===== config.mk =====
export PLATFORM = sky130hd
export DESIGN_NAME = serial_char_rx
export DESIGN_NICKNAME = d
export VERILOG_FILES = /design/src/rtl/serial_char_rx.sv
export SDC_FILE = /design/constraint.sdc
export NUM_CORES = 1
export LEC_CHECK = 0
export BUFFER_PORTS_ARGS = -buffer_cell sky130_fd_sc_hd__buf_4
export CAP_MARGIN = 10
export CORE_AREA = 5 5 53 79
export DETAILED_ROUTE_END_ITERATION = 10
export DIE_AREA = 0 0 58 84
export GPL_TIMING_DRIVEN = 0
export PLACE_DENSITY_LB_ADDON = 0.25
export SYNTH_ARGS = -nofsm -noshare
export SYNTH_HDL_FRONTEND = slang
export SYNTH_SLANG_ARGS = --single-unit

===== constraint.sdc =====
create_clock -name clk -period 2.4 [get_ports clk]
set_clock_uncertainty 0.1 [all_clocks]
set_input_delay 0 -clock clk [delete_from_list [all_inputs] [get_ports clk]]
set_output_delay 0 -clock clk [all_outputs]
set_load 0.02 [all_outputs]

===== src/rtl/serial_char_rx.sv =====
module serial_char_rx #(
  parameter int CYC_PER_BIT = 16,
  parameter int DATA_W      = 12,
  parameter int FRAME_BITS  = 15,
  parameter bit ODD_PAR     = 1'b1
)(
  input  logic        clk,
  input  logic        rst,
  input  logic        rx_in,
  input  logic        rd_buf,
  output logic [15:0] data_out,
  output logic        buf_full,
  output logic        par_err
);
  localparam int HALF = CYC_PER_BIT / 2;
  localparam int CW   = $clog2(CYC_PER_BIT);
  localparam int BW   = $clog2(FRAME_BITS);

  typedef enum logic [2:0] {IDLE, HUNT, SHIFT, COPY, FULL} st_t;

  st_t               st;
  logic              rx_d;
  logic              start;
  logic [CW-1:0]     bt;
  logic [BW-1:0]     bc;
  logic [DATA_W-1:0] sr, br;
  logic              ps, pb;

  assign start    = rx_d & ~rx_in;
  assign buf_full = (st == FULL);
  assign data_out = 16'(br);

  always_ff @(posedge clk) begin
    if (rst) begin
      st   <= IDLE;
      rx_d <= 1'b1;
      bt   <= '0;
      bc   <= '0;
      sr   <= '0;
      br   <= '0;
      ps   <= 1'b0;
      pb   <= 1'b0;
    end else begin
      rx_d <= rx_in;
      case (st)
        IDLE: if (start) begin
          st <= HUNT;
          bt <= '0;
        end
        HUNT: if (bt == CW'(HALF - 1)) begin
          bt <= '0;
          bc <= '0;
          st <= rx_in ? IDLE : SHIFT;
        end else bt <= bt + 1'b1;
        SHIFT: if (bt == CW'(CYC_PER_BIT - 1)) begin
          bt <= '0;
          bc <= bc + 1'b1;
          if (bc < BW'(DATA_W)) sr <= {rx_in, sr[DATA_W-1:1]};
          else if (bc == BW'(DATA_W)) ps <= rx_in;
          if (bc == BW'(FRAME_BITS - 2)) st <= COPY;
        end else bt <= bt + 1'b1;
        COPY: begin
          br <= sr;
          pb <= ps;
          st <= FULL;
        end
        FULL: if (rd_buf) st <= IDLE;
        default: st <= IDLE;
      endcase
    end
  end

  always_ff @(posedge clk) begin
    if (rst)           par_err <= 1'b0;
    else if (buf_full) par_err <= (^br ^ pb) ^ ODD_PAR;
  end

  AST_EDGE_STARTS: assert property (@(posedge clk) disable iff (rst)
    (st == IDLE && rx_d && !rx_in) |=> (st == HUNT));
  AST_GLITCH_DROPS: assert property (@(posedge clk) disable iff (rst)
    (st == HUNT && bt == CW'(HALF - 1) && rx_in) |=> (st == IDLE && !buf_full));
  AST_DATA_HELD: assert property (@(posedge clk) disable iff (rst)
    (buf_full && !rd_buf) |=> $stable(data_out));
  AST_PERR_QUIET: assert property (@(posedge clk) disable iff (rst)
    (!buf_full) |=> $stable(par_err));
  AST_UPPER_ZERO: assert property (@(posedge clk) disable iff (rst)
    ((data_out >> DATA_W) == 16'd0));
  AST_FULL_HOLDS: assert property (@(posedge clk) disable iff (rst)
    (buf_full && !rd_buf) |=> buf_full);
  AST_READ_CLEARS: assert property (@(posedge clk) disable iff (rst)
    (buf_full && rd_buf) |=> !buf_full);
  AST_DEAF_WHEN_FULL: assert property (@(posedge clk) disable iff (rst)
    (buf_full && start && !rd_buf) |=> (buf_full && $stable(data_out)));
endmodule


==> results.json, run 1 <==
{
  "status": "finished, violations left",
  "violations": "negative hold slack",
  "setup_viol": 0,
  "synth_top_area_cell": "dfxtp_1",
  "powerDensity_mw_per_mm2": 712.2,
  "wl_per_cell_um": 13.28,
  "ys_seq_elements": 39,
  "r2r.worst_path.cells": 7,
  "initial_utilization_pct": 51.46,
  "vias": 1385,
  "yosys-top-cells-area": "dfxtp_1 43%, mux2i_1 8.3%, a21oi_1 5.5%",
  "power_leakage_nw": 0.8089,
  "final_nets": 233,
  "critPathRequiredTime_ns": 2.47,
  "timing.fmax_ghz": 0.5018,
  "gp_congestion": 0.7346,
  "whs_path_depth": 2,
  "overflow": 0,
  "via_per_inst": 5.130,
  "grt_pass1_wl_um": 6127,
  "hold_violations": 4,
  "async_flop_share_pct": 0,
  "hpwl_um": 2581,
  "cts_buffers": 5,
  "switching_share_pct": 27.74,
  "pwr-share-seq_pct": 45.8,
  "cts_max_level": 2,
  "ys_types": 43,
  "rsz0062_at_grt": "no",
  "clk_pin_slew_ns": 0.08,
  "cts_sinks": 39,
  "critPathSlowestCell": "or3b_1",
  "drive_gt1_share_pct": 16.30,
  "setup-tns-final_ns": 0,
  "slew_headroom_pct": 60.27,
  "die_height_um": 84,
  "synthToLayoutAreaGrowth_pct": 18.13,
  "path_class": "reg2reg",
  "cts_root_buf": "clkbuf_8",
  "cts_resized": 0,
  "reg2reg_slack_ns": 0.41,
  "p_int_mw": 1.099,
  "synthesis.area_mm2": 0.001808,
  "die_x_um": 58,
  "critPathCaptureType": "flop",
  "num_io_pins": 22,
  "antenna_found_initial": 0,
  "worst_pin_slew_ns": 0.5924,
  "cts.path.max_buffers": 2,
  "min_path_type": "in2reg",
  "postSynth.topFlopCell": "dfxtp_1",
  "ctsHoldBuffers": 3,
  "grt_max_degree": 14,
  "drc": 0,
  "p_sw_uw": 422.0,
  "rr_startpoint": "st[2]$_SDFFE_PP0P_",
  "comb_power_share_pct": 18.2,
  "antenna_cells": 0,
  "groute.usage.overall_pct": 16.20,
  "cts_tree": "done",
  "startpoint_type": "flop",
  "wl_um": 3586,
  "min_to": "sr[1]$_SDFFE_PP0P_",
  "crit_fanout": 10,
  "coreArea_mm2": 0.003513,
  "cts_setup_buffers": 0,
  "drv_cap": 0,
  "row_count": 27,
  "io_buffers": 16,
  "crit_chain": "buf_6, or3b_1, buf_6, a211oi_4, buf_8, mux2i_1, nor2_1",
  "synth-edff-count": 0,
  "cpPeakStageDelay_ns": 0.39,
  "hold-worst-slack_ns": -0.005449,
  "irDropWorstVdd_mv": 0.6180,
  "min_period_ns": 1.993,
  "drv_slew": 0,
  "post-route-util_pct": 60.79,
  "worst_path_most_repeated_cell": "buf_6",
  "die_area_mm2": 0.004872,
  "hold_start": "rst",
  "syn_inst": 197,
  "worstReg2RegEnd": "sr[2]$_SDFFE_PP0P_",
  "worstPathArrival_ns": 2.07,
  "syn_avg_cell_area_um2": 9.178,
  "drt.antenna.violating_nets": 0,
  "clk-insertion-delay-late_ns": 0.30,
  "first_iter_violations": 18,
  "ys_seq_area_share_pct": 43.18,
  "clockPowerShare_pct": 36.0,
  "grt_pass1_vias": 1351,
  "fin_crit_sh_pct": 83.04,
  "firstDrtPassIters": 4,
  "yosys.area.top_type_share_pct": 43.18,
  "yosys_warnings": 0
}
[through the flow]
step	power (mW)	hold slack, ns	cells	cell area (um2)	worst slack (ns)
floorplan	0.9252	0.006577	200	1819	0.5569
global placement	0.9767	0.1460	259	1993	0.4329
detailed placement	0.9826	0.1490	259	1993	0.4189
CTS	1.535	0.01210	270	2136	0.4029
global route	1.607	0.03218	270	2136	0.2876
finish	1.521	-0.005449	270	2136	0.4070
[state kept, by name, summed over array words and instances, names as in the netlist, 3 cells and up]
register  count
bt            4
bc            4
br           12
sr           12
st            3
[per-layer routing]
layer	GRT usage (%)	up-vias	part of all wire, %
met3	4.489	5	3.2
met5	0	-	0
met1	17.58	637	41
met2	29.32	23	54
met4	5.063	0	1.4
li1	-	720	-
[cell usage after synthesis (2+ instances only)]
cell / instances
dfxtp_1: 39
nand2_1: 26
nor2_1: 23
a21oi_1: 20
mux2i_1: 15
xnor2_1: 7
buf_4: 6
clkbuf_1: 6
o21ai_0: 4
a211oi_1: 3
ha_1: 3
inv_1: 3
nand3_1: 3
nor3_1: 3
xnor3_1: 3
and3_1: 2
buf_6: 2
nand2b_1: 2
or4_1: 2
xor2_1: 2
[worst max path at each step]
stage                       start                 end  slack, ns  depth (start not counted)
2_1_floorplan  st[2]$_SDFFE_PP0P_  sr[2]$_SDFFE_PP0P_       0.56                          7
3_5_place_dp   st[2]$_SDFFE_PP0P_  sr[2]$_SDFFE_PP0P_       0.42                          7
6_report       st[2]$_SDFFE_PP0P_  sr[2]$_SDFFE_PP0P_       0.41                          7
5_1_grt        st[1]$_SDFFE_PP0P_  sr[5]$_SDFFE_PP0P_       0.29                          7
3_3_place_gp   st[2]$_SDFFE_PP0P_  sr[6]$_SDFFE_PP0P_       0.43                          7
4_1_cts        st[2]$_SDFFE_PP0P_  sr[2]$_SDFFE_PP0P_       0.40                          7
[area by class of cell]
| class | count | area, um2 |
|---|---|---|
| Buffer | 16 | 110.1 |
| Clock buffer | 5 | 68.82 |
| Clock inverter | 3 | 43.79 |
| Fill cell | 343 | 1378 |
| Inverter | 3 | 11.26 |
| Multi-Input combinational cell | 142 | 917.1 |
| Sequential cell | 39 | 780.7 |
| Tap cell | 43 | 53.80 |
| Timing Repair Buffer | 19 | 150.1 |
[cell families after synthesis]
family	count (synthesis)	share of synthesized area [%]
muxes	15	8.304
adders and majority gates	3	2.076
AOI/OAI and AO/OA	35	12.04
buffers and inverters	19	6.712
DFF	39	43.18
xor gates and xnor gates	12	8.097
other	1	0.2074
and+or+nand+nor	73	19.38
[power by group through the flow]
stage                     combinational [mW]  sequential [mW]  clock, mW
after floorplan                        0.217            0.708          0
after global routing                   0.309            0.703      0.595
final                                  0.276            0.697      0.548
after CTS                              0.276            0.696      0.563
after global placement                 0.265            0.711          0
after detailed placement               0.271            0.712          0
[critical path: cells and delay by family, from the launching register on]
kind / cells / cell delay (ns)
buf+inv: 3 / 0.48
simple gates: 2 / 0.44
flops: 1 / 0.31
compound gates: 1 / 0.33
mux: 1 / 0.20
[cell usage in the layout (no fill, tap or decap), types with 2 or more instances in the layout]
| master | netlist | final |
|---|---|---|
| dfxtp_1 | 39 | 39 |
| nand2_1 | 26 | 26 |
| nor2_1 | 23 | 23 |
| buf_4 | 6 | 22 |
| a21oi_1 | 20 | 20 |
| mux2i_1 | 15 | 15 |
| xnor2_1 | 7 | 7 |
| clkbuf_1 | 6 | 6 |
| clkbuf_8 | 0 | 5 |
| o21ai_0 | 4 | 4 |
| conb_1 | 1 | 4 |
| inv_1 | 3 | 3 |
| nor3_1 | 3 | 3 |
| a211oi_1 | 3 | 3 |
| nand3_1 | 3 | 3 |
| xnor3_1 | 3 | 3 |
| ha_1 | 3 | 3 |
| dlygate4sd3_1 | 0 | 3 |
| buf_6 | 2 | 2 |
| and3_1 | 2 | 2 |
| or4_1 | 2 | 2 |
| xor2_1 | 2 | 2 |
| nand2b_1 | 2 | 2 |
Note: power is estimated with default switching activity, not from simulation.
==> run 2, diff against run 1 <==
Clock period 2.4 ns to 2 ns, I/O delays scaled along.
==> run 2 against run 1 <==
Compared with the run above: the run still ends with negative hold slack left; register-to-register slack lost 0.30 ns; fmax grew 5.2%; die area is the same; wire length is the same; global-route usage is the same; hold slack gained 0.0033 ns; setup slack lost 0.30 ns; count of clock-buffer cells in the layout is the same; power grew 20%; critical path type unchanged; critical endpoint unchanged; highest routed layer unchanged.
==> results.json, run 2 (synthesized netlist as in run 1, its figures left out) <==
{
  "drt.antenna.violating_nets": 0,
  "cts_max_level": 2,
  "wl_per_cell_um": 13.23,
  "fillerInstances": 340,
  "hold-worst-slack_ns": -0.002121,
  "worst_pin_slew_ns": 0.5671,
  "coreArea_mm2": 0.003513,
  "timing.fmax_ghz": 0.5278,
  "finish.instance_area_mm2": 0.002152,
  "final_nets": 234,
  "cts.path.max_buffers": 2,
  "critPathCapture": "sr[2]$_SDFFE_PP0P_",
  "drc": 0,
  "cts_tree": "done",
  "pwr-share-seq_pct": 45.7,
  "reg_top3": "br: 12 flops, sr: 12 flops",
  "hold_violations": 3,
  "fin_crit_sh_pct": 94.74,
  "die_x_um": 58,
  "dp.cells": 259,
  "irDropWorstVdd_mv": 0.7391,
  "die_area_mm2": 0.004872,
  "crit_start": "st[2]$_SDFFE_PP0P_",
  "critPathRequiredTime_ns": 2.07,
  "groute.usage.overall_pct": 16.20,
  "drv_slew": 0,
  "startpoint_type": "flop",
  "grt_pass1_vias": 1351,
  "whs_path_depth": 2,
  "status": "finished, violations left",
  "violations": "negative hold slack",
  "vias": 1397,
  "row_count": 27,
  "initial_utilization_pct": 51.46,
  "r2r.worst_path.cells": 7,
  "cts_root_buf": "clkbuf_8",
  "hpwl_um": 2581,
  "setup_viol": 0,
  "comb_power_share_pct": 18.5,
  "rr_startpoint": "st[2]$_SDFFE_PP0P_",
  "wl_um": 3586,
  "firstDrtPassIters": 4,
  "antenna_cells": 0,
  "final_common_cell": "dfxtp_1",
  "instances_no_fill": 271,
  "reg2reg_slack_ns": 0.11,
  "switching_share_pct": 27.73,
  "grt_pass1_wl_um": 6127,
  "place_area_mm2": 0.001993,
  "clk-insertion-delay-late_ns": 0.29,
  "min_path_type": "in2reg",
  "p_int_mw": 1.322,
  "drive_gt1_share_pct": 17.54,
  "worstReg2RegEnd": "sr[2]$_SDFFE_PP0P_",
  "slew_headroom_pct": 62.19,
  "gp_congestion": 0.7346,
  "path_class": "reg2reg",
  "antenna_found_initial": 0,
  "num_io_pins": 22,
  "synthToLayoutAreaGrowth_pct": 19.03,
  "overflow": 0,
  "final_cell_mix": "39 x dfxtp_1, 26 x nand2_1, 24 x buf_4, 23 x nor2_1, 20 x a21oi_1",
  "crit_fanout": 10,
  "drv_cap": 0,
  "critPathCaptureType": "flop",
  "min_period_ns": 1.895,
  "worstPathArrival_ns": 1.97,
  "setup-tns-final_ns": 0,
  "die_height_um": 84,
  "powerDensity_mw_per_mm2": 849.7,
  "via_per_inst": 5.155,
  "cts_sinks": 39,
  "clockPowerShare_pct": 35.8,
  "io_buffers": 16,
  "grt_max_degree": 14,
  "power_leakage_nw": 0.8197,
  "cts_buffers": 5,
  "first_iter_violations": 41,
  "clk_pin_slew_ns": 0.08,
  "p_sw_uw": 507.0
}
-- run 2: cell types whose count changed in the layout (fill, tap and decap cells not counted) --
| cell | delta |
|---|---|
| clkbuf_1 | -1 |
| a211oi_2 | +1 |
| a211oi_1 | -1 |
| buf_4 | +2 |
-- run 2: per-layer routing --
layer	GRT usage, %	share of wire (%)	routed length, um	up-vias
met2	29.32	54	1926	17
met5	0	0	0	-
li1	-	-	-	724
met1	17.58	42	1501	651
met3	4.489	3.0	106	5
met4	5.063	1.4	51	0
-- run 2: critical path: stages (launching register included) --
cell and delay, ns:
dfxtp_1 0.31, buf_6 0.13, or3b_1 0.39, buf_6 0.15, a211oi_4 0.24, buf_8 0.20
mux2i_1 0.20, nor2_1 0.05
-- run 2: final cells by class --
cell class	count	area [um2]	share of cell area (%)
Multi-Input combinational cell	142	922.1	42.85
Clock buffer	5	68.82	3.198
Buffer	15	106.4	4.942
Clock inverter	3	43.79	2.035
Inverter	3	11.26	0.5233
Sequential cell	39	780.7	36.28
Timing Repair Buffer	21	165.2	7.674
Tap cell	43	53.80	2.500
-- run 2: worst min path at each step --
stage               start            endpoint  slack, ns
CTS                   rst  sr[5]$_SDFFE_PP0P_       0.01
global route          rst  sr[3]$_SDFFE_PP0P_       0.03
global placement    rx_in     rx_d$_SDFF_PP1_       0.15
floorplan           rx_in     rx_d$_SDFF_PP1_      0.007
finish                rst  sr[1]$_SDFFE_PP0P_     -0.002
detailed placement  rx_in     rx_d$_SDFF_PP1_       0.15
-- run 2: repair_timing --
action | 4_1_cts | 5_1_grt
resized for setup | 0 | 1
buffers inserted | 0 | 2
endpoints found under the hold margin | 11 | 0
setup endpoints to repair | 0 | 16
hold buffers | 3 | 0
-- run 2: power by group through the flow --
stage          Sequential [mW]  Combinational [mW]  Clock (mW)
2_1_floorplan            0.849               0.261           0
3_3_place_gp             0.853               0.319           0
3_5_place_dp             0.854               0.325           0
4_1_cts                  0.835               0.331       0.676
5_1_grt                  0.844               0.376       0.714
6_report                 0.836               0.338       0.655
-- run 2: per-stage QoR --
step	util [%]	total power, mW	setup slack (ns)
2_1_floorplan	-	1.110	0.1569
3_3_place_gp	56.73	1.172	0.03286
3_5_place_dp	56.73	1.179	0.01891
4_1_cts	60.79	1.842	0.002909
5_1_grt	61.25	1.934	-0.005776
6_report	61.25	1.829	0.1052
